$ cat src/rtl/seg_load_pkg.sv
package seg_load_pkg;
    // Where an incoming byte is routed
    typedef enum logic [1:0] {
        STEER_NONE = 2'd0,
        STEER_CTL  = 2'd1,
        STEER_COEF = 2'd2
    } steer_e;
endpackage

$ cat src/rtl/seg_match.sv
module seg_match
    import seg_load_pkg::*;
#(
    parameter int SEG_W = 4
) (
    input  logic [SEG_W-1:0] seg_addr,
    input  logic [SEG_W-1:0] dev_id,
    input  logic             wr_stb,
    input  logic             ctl_sel,
    output steer_e           steer,
    output logic             in_seg
);
    localparam logic [SEG_W-1:0] MASTER_SEG = '0;

    logic id_valid;

    always_comb begin
        id_valid = (dev_id != MASTER_SEG);
        in_seg   = (seg_addr == dev_id);
        steer    = STEER_NONE;
        if (wr_stb && in_seg && id_valid) begin
            steer = ctl_sel ? STEER_CTL : STEER_COEF;
        end
    end
endmodule

$ cat src/rtl/ctl_capture.sv
module ctl_capture
    import seg_load_pkg::*;
#(
    parameter int DATA_W = 8
) (
    input  logic                clk,
    input  logic                rst_n,
    input  steer_e              steer,
    input  logic [DATA_W-1:0]   data_in,
    output logic [2*DATA_W-1:0] ctl_word
);
    localparam int CTL_W = 2 * DATA_W;

    typedef struct packed {
        logic              phase;
        logic [DATA_W-1:0] low;
        logic [CTL_W-1:0]  word;
    } ctl_st_t;

    ctl_st_t st_d, st_q;

    always_comb begin
        st_d = st_q;
        if (steer == STEER_CTL) begin
            if (!st_q.phase) begin
                st_d.low   = data_in;
                st_d.phase = 1'b1;
            end else begin
                st_d.word  = {data_in, st_q.low};
                st_d.phase = 1'b0;
            end
        end
    end

    always_ff @(posedge clk) begin
        if (!rst_n) st_q <= '0;
        else        st_q <= st_d;
    end

    assign ctl_word = st_q.word;

    AST_CTL_PAIR_ONLY: assert property (@(posedge clk) disable iff (!rst_n)
        !$stable(st_q.word) |-> ($past(st_q.phase) && !st_q.phase));
endmodule

$ cat src/rtl/coef_writer.sv
module coef_writer
    import seg_load_pkg::*;
#(
    parameter int DATA_W = 8,
    parameter int ADDR_W = 10
) (
    input  logic              clk,
    input  logic              rst_n,
    input  steer_e            steer,
    input  logic [DATA_W-1:0] data_in,
    output logic [ADDR_W-1:0] coef_addr,
    output logic [DATA_W-1:0] coef_data,
    output logic              coef_we
);
    typedef struct packed {
        logic [ADDR_W-1:0] ptr;
        logic              we;
        logic [ADDR_W-1:0] addr;
        logic [DATA_W-1:0] data;
    } coef_st_t;

    coef_st_t st_d, st_q;

    always_comb begin
        st_d    = st_q;
        st_d.we = 1'b0;
        unique case (steer)
            STEER_CTL:  st_d.ptr = '0;
            STEER_COEF: begin
                st_d.we   = 1'b1;
                st_d.addr = st_q.ptr;
                st_d.data = data_in;
                st_d.ptr  = st_q.ptr + 1'b1;
            end
            default: ;
        endcase
    end

    always_ff @(posedge clk) begin
        if (!rst_n) st_q <= '0;
        else        st_q <= st_d;
    end

    assign coef_addr = st_q.addr;
    assign coef_data = st_q.data;
    assign coef_we   = st_q.we;

    AST_ADDR_STEP: assert property (@(posedge clk) disable iff (!rst_n)
        (st_q.we && $past(st_q.we)) |-> (st_q.addr == $past(st_q.addr) + 1'b1));
    AST_CTL_NO_WRITE: assert property (@(posedge clk) disable iff (!rst_n)
        (steer == STEER_CTL) |=> !st_q.we);
endmodule

$ cat src/rtl/load_tracker.sv
module load_tracker
    import seg_load_pkg::*;
(
    input  logic   clk,
    input  logic   rst_n,
    input  steer_e steer,
    input  logic   in_seg,
    output logic   loaded
);
    typedef struct packed {
        logic got;
        logic done;
    } load_st_t;

    load_st_t st_d, st_q;

    always_comb begin
        st_d = st_q;
        if (steer == STEER_CTL) begin
            st_d = '0;
        end else begin
            if (steer == STEER_COEF) st_d.got = 1'b1;
            if (st_q.got && !in_seg) st_d.done = 1'b1;
        end
    end

    always_ff @(posedge clk) begin
        if (!rst_n) st_q <= '0;
        else        st_q <= st_d;
    end

    assign loaded = st_q.done;

    AST_LOADED_AFTER_LEAVE: assert property (@(posedge clk) disable iff (!rst_n)
        $rose(st_q.done) |-> !$past(in_seg));
    AST_CTL_CLEARS_LOADED: assert property (@(posedge clk) disable iff (!rst_n)
        (steer == STEER_CTL) |=> !st_q.done);
endmodule

$ cat src/rtl/seg_slave_load.sv
module seg_slave_load
    import seg_load_pkg::*;
#(
    parameter int SEG_W  = 4,
    parameter int DATA_W = 8,
    parameter int ADDR_W = 10
) (
    input  logic                clk,
    input  logic                rst_n,
    input  logic [SEG_W-1:0]    seg_addr,
    input  logic [SEG_W-1:0]    dev_id,
    input  logic                ctl_sel,
    input  logic                wr_stb,
    input  logic [DATA_W-1:0]   data_in,
    output logic [2*DATA_W-1:0] ctl_word,
    output logic [ADDR_W-1:0]   coef_addr,
    output logic [DATA_W-1:0]   coef_data,
    output logic                coef_we,
    output logic                loaded
);
    steer_e steer;
    logic   in_seg;

    seg_match #(.SEG_W(SEG_W)) match_i (
        .seg_addr(seg_addr), .dev_id(dev_id), .wr_stb(wr_stb),
        .ctl_sel(ctl_sel), .steer(steer), .in_seg(in_seg)
    );

    ctl_capture #(.DATA_W(DATA_W)) ctl_i (
        .clk(clk), .rst_n(rst_n), .steer(steer), .data_in(data_in),
        .ctl_word(ctl_word)
    );

    coef_writer #(.DATA_W(DATA_W), .ADDR_W(ADDR_W)) coef_i (
        .clk(clk), .rst_n(rst_n), .steer(steer), .data_in(data_in),
        .coef_addr(coef_addr), .coef_data(coef_data), .coef_we(coef_we)
    );

    load_tracker load_i (
        .clk(clk), .rst_n(rst_n), .steer(steer), .in_seg(in_seg),
        .loaded(loaded)
    );

    AST_FOREIGN_SEG_IGNORED: assert property (@(posedge clk) disable iff (!rst_n)
        (wr_stb && seg_addr != dev_id) |=> (!coef_we && $stable(ctl_word) && $stable(coef_addr)));
    AST_ZERO_ID_DEAF: assert property (@(posedge clk) disable iff (!rst_n)
        (wr_stb && dev_id == '0) |=> (!coef_we && $stable(ctl_word)));
    AST_WE_ONE_CYCLE: assert property (@(posedge clk) disable iff (!rst_n)
        (wr_stb && !ctl_sel && seg_addr == dev_id && dev_id != '0) |=> coef_we);
endmodule

$ cat config.mk
export PLATFORM = sky130hd
export DESIGN_NAME = seg_slave_load
export DESIGN_NICKNAME = d
export VERILOG_FILES = /design/src/rtl/seg_load_pkg.sv /design/src/rtl/seg_match.sv /design/src/rtl/ctl_capture.sv /design/src/rtl/coef_writer.sv /design/src/rtl/load_tracker.sv /design/src/rtl/seg_slave_load.sv
export SDC_FILE = /design/constraint.sdc
export NUM_CORES = 1
export LEC_CHECK = 0
export BUFFER_PORTS_ARGS = -buffer_cell sky130_fd_sc_hd__clkbuf_2
export CAP_MARGIN = 20
export CORE_MARGIN = 8
export CORE_UTILIZATION = 45
export CTS_BUF_LIST = sky130_fd_sc_hd__clkbuf_4
export CTS_CLUSTER_DIAMETER = 80
export DETAILED_ROUTE_END_ITERATION = 16
export GPL_ROUTABILITY_DRIVEN = 0
export PLACE_DENSITY = 0.71
export SLEW_MARGIN = 20
export SYNTH_ARGS = -nofsm -noshare
export SYNTH_HDL_FRONTEND = slang
export SYNTH_HIERARCHICAL = 1
export SYNTH_SLANG_ARGS = --single-unit
export TNS_END_PERCENT = 10
$ cat constraint.sdc
create_clock -name clk -period 3.3 [get_ports clk]
set_clock_uncertainty 0.05 [all_clocks]
set_input_delay 0.33 -clock clk [delete_from_list [all_inputs] [get_ports clk]]
set_output_delay 0.33 -clock clk [all_outputs]
set_load 0.01 [all_outputs]
==> flow_metrics.tcl <==
set metrics [dict create \
    cts_buffers 5 \
    grt_max_degree 37 \
    cp.depth 10 \
    nets 310 \
    synthCells 271 \
    crit_chain "clkbuf_2, xor2_1, or3_1, nor3_1, buf_4, inv_1, ha_1, nand4b_4, or4_1, a21oi_1" \
    wire_per_inst_um 12.5 \
    slowest_stage "or4_1" \
    worstPathMaxFanout 10 \
    cts_resized 0 \
    critPathLaunchType "primary input" \
    grt_pass1_wl_um 7820 \
    slew_headroom_pct 49.7 \
    crit_type "primary input to register" \
    p_switching_uw 243 \
    n_antenna_cell 0 \
    hold_buffers 0 \
    drtPass1Iterations 4 \
    io_buffer_count 55 \
    cts_root_buffer "clkbuf_4" \
    synth_seq_cells 56 \
    status "completed" \
    grtUsageTotal_pct 11.4 \
    coreArea_um2 5470 \
    vdd_drop_max_mv 0.201 \
    setup_tns_ps 0 \
    die_x_um 91.1 \
    layout_setup_ws_ps 849 \
    ys_seq_area_share_pct 44.2 \
    end_kind "register" \
    syn_area_um2 2540 \
    layout.cells.non_filler 361 \
    fillers 565 \
    avgSynthCellArea_um2 9.37 \
    synthToLayoutAreaGrowth_pct 4.48 \
    path_clk_slew_ps 160 \
    die-area_um2 8300 \
    hold_violations 0 \
    ios 56 \
    p_clk_share_pct 28.7 \
    final_util_pct 48.5 \
    crit_required_ps 3550 \
    cp.arrival_ps 2700 \
    drt_first_iter_violations 42 \
    num_vias 1720 \
    drive_above_1_share_pct 28.4 \
    total_power_uw 1040 \
    clock-sinks 56 \
    grt-ovfl-total 0 \
    h-tree-depth 2 \
    clock.fmax_mhz 408 \
    cts_tree "built" \
    tightest_slew_ps 755 \
    post-route-drc-count 0 \
    grt_setup_unrepaired "false" \
    final_cell_mix "dfxtp_1 (56), clkbuf_2 (55), nand2_1 (25)" \
    ys_types 37 \
    combPwrFrac_pct 5.8 \
    post-cts-setup-buffers 0 \
    drt_wl_total_um 4530 \
    ff2ff_path_depth 4 \
    synth_warnings 6 \
    cts_max_path_buffers 2 \
    place_inst 353 \
    initial_core_util_pct 46.4 \
    p_leak_uw 0.00101 \
    dp_hpwl_um 3370 \
    layout_min_cycle_time_ps 2450 \
    grt_pass1_vias 1707 \
    rows 27 \
    setup_viol 0 \
    antenna_left 0 \
    switching_share_pct 23.3 \
    via_per_inst 4.76 \
    finalMaxSlewViolations 0 \
    die_h_um 91.1 \
    p_int_uw 798 \
    maxCapViolCount 0 \
    fin_crit_sh_pct 74.3 \
    final_common_cell "dfxtp_1" \
    dp_slack_ps 451 \
    hold_path_depth 3 \
    min_path_type "primary input to register" \
    critPathTopFamily "simple AND/OR/NAND/NOR gates" \
    crit_buf_inv 3 \
    antenna_found_initial 0 \
    seqPwrFrac_pct 65.5 \
    slowest_delay_ps 530 \
    clk_latency_ps 370 \
    power_density_nw_per_um2 392 \
    synth_nets 293 \
]
[metal layers]
| metal | vias up | track usage [%] | wire length [um] |
|---|---|---|---|
| met3 | 2 | 3.95 | 180 |
| met4 | 0 | 4.91 | 32 |
| met5 | - | 0 | 0 |
| met2 | 23 | 19.6 | 2230 |
| li1 | 920 | - | - |
| met1 | 775 | 12.5 | 2080 |
[path summary, 6_finish.rpt]
| check | start | to | slack (ps) |
|---|---|---|---|
| max | dev_id[3] | coef_i/st_q[27] | 850 |
| min | data_in[2] | ctl_i/st_q[18] | 150 |
| max reg2reg | coef_i/st_q[19] | coef_i/st_q[27] | 1760 |
| min reg2reg | ctl_i/st_q[22] | ctl_i/ctl_word[6] | 420 |
[cell type report]
| cell class | count | area (um2) | share of cell area (%) |
|---|---|---|---|
| flip-flops and latches | 56 | 1120 | 42.3 |
| multi-input cells | 161 | 1050 | 39.7 |
| repair buffers | 60 | 313 | 11.8 |
| well taps | 72 | 90.1 | 3.40 |
| clock buffers | 6 | 45.0 | 1.70 |
| clock inverters | 2 | 16.3 | 0.613 |
| inverters | 4 | 15.0 | 0.566 |
[tightest hold or removal path: stages]
cell and delay, ps:
clkbuf_2 90, nand2_1 80, o21ai_2 50
[logic make-up (layout without fill, tap and decap cells)]
logic type / count (synthesis) / in the layout / share of synthesized area, %
buffers and inverters: 54 / 72 / 14.4
multiplexers: 18 / 18 / 7.10
AO/OA/AOI/OAI: 40 / 40 / 9.81
flip-flops: 56 / 56 / 44.2
XOR/XNOR: 8 / 8 / 2.76
adder cells (fa/ha/maj): 2 / 2 / 0.986
AND/OR/NAND/NOR: 93 / 93 / 20.8
[registers in the layout (all words and copies together) (netlist names)]
signal,count
coef_i/coef_addr,10
coef_i/coef_data,8
coef_i/coef_we,1
coef_i/st_q,10
ctl_i/ctl_word,16
ctl_i/st_q,9
load_i/loaded,1
load_i/st_q,1
[per-stage QoR]
stage / hold WS, ps / instance area (um2)
after floorplan: 386 / 2540
after global placement: 394 / 2590
after detailed placement: 402 / 2590
after CTS: 123 / 2650
after global routing: 138 / 2650
final: 155 / 2650
[Yosys cell counts, drive strengths merged]
cell type,number,share of area (%)
or3,4,0.99
mux2i,18,7.1
o31ai,2,0.59
nand4b,3,1.6
xnor2,3,1.0
o21ai,31,7.3
a21oi,5,0.99
nand3,24,4.9
nor2,4,0.59
nor3,2,0.39
nand2,25,3.7
or3b,1,0.35
nand2b,1,0.25
dfxtp,56,44
clkbuf,7,1.0
xor2,5,1.7
nand3b,2,0.59
buf,43,13
nor4,1,0.25
nor2b,20,5.2
nand4,1,0.25
a21boi,1,0.44
a211oi,1,0.49
or4,2,0.59
inv,4,0.59
ha,2,0.99
and2,2,0.49
nor4b,1,0.59
[power by group through the flow]
stage               registers (uW)  clock network, uW  logic, uW
finish                         682                299       60.3
global route                   683                344       67.4
CTS                            682                320       61.6
detailed placement             696                  0       61.3
global placement               696                  0       60.8
floorplan                      696                  0       40.6
Power figures use the tool's default switching activity.
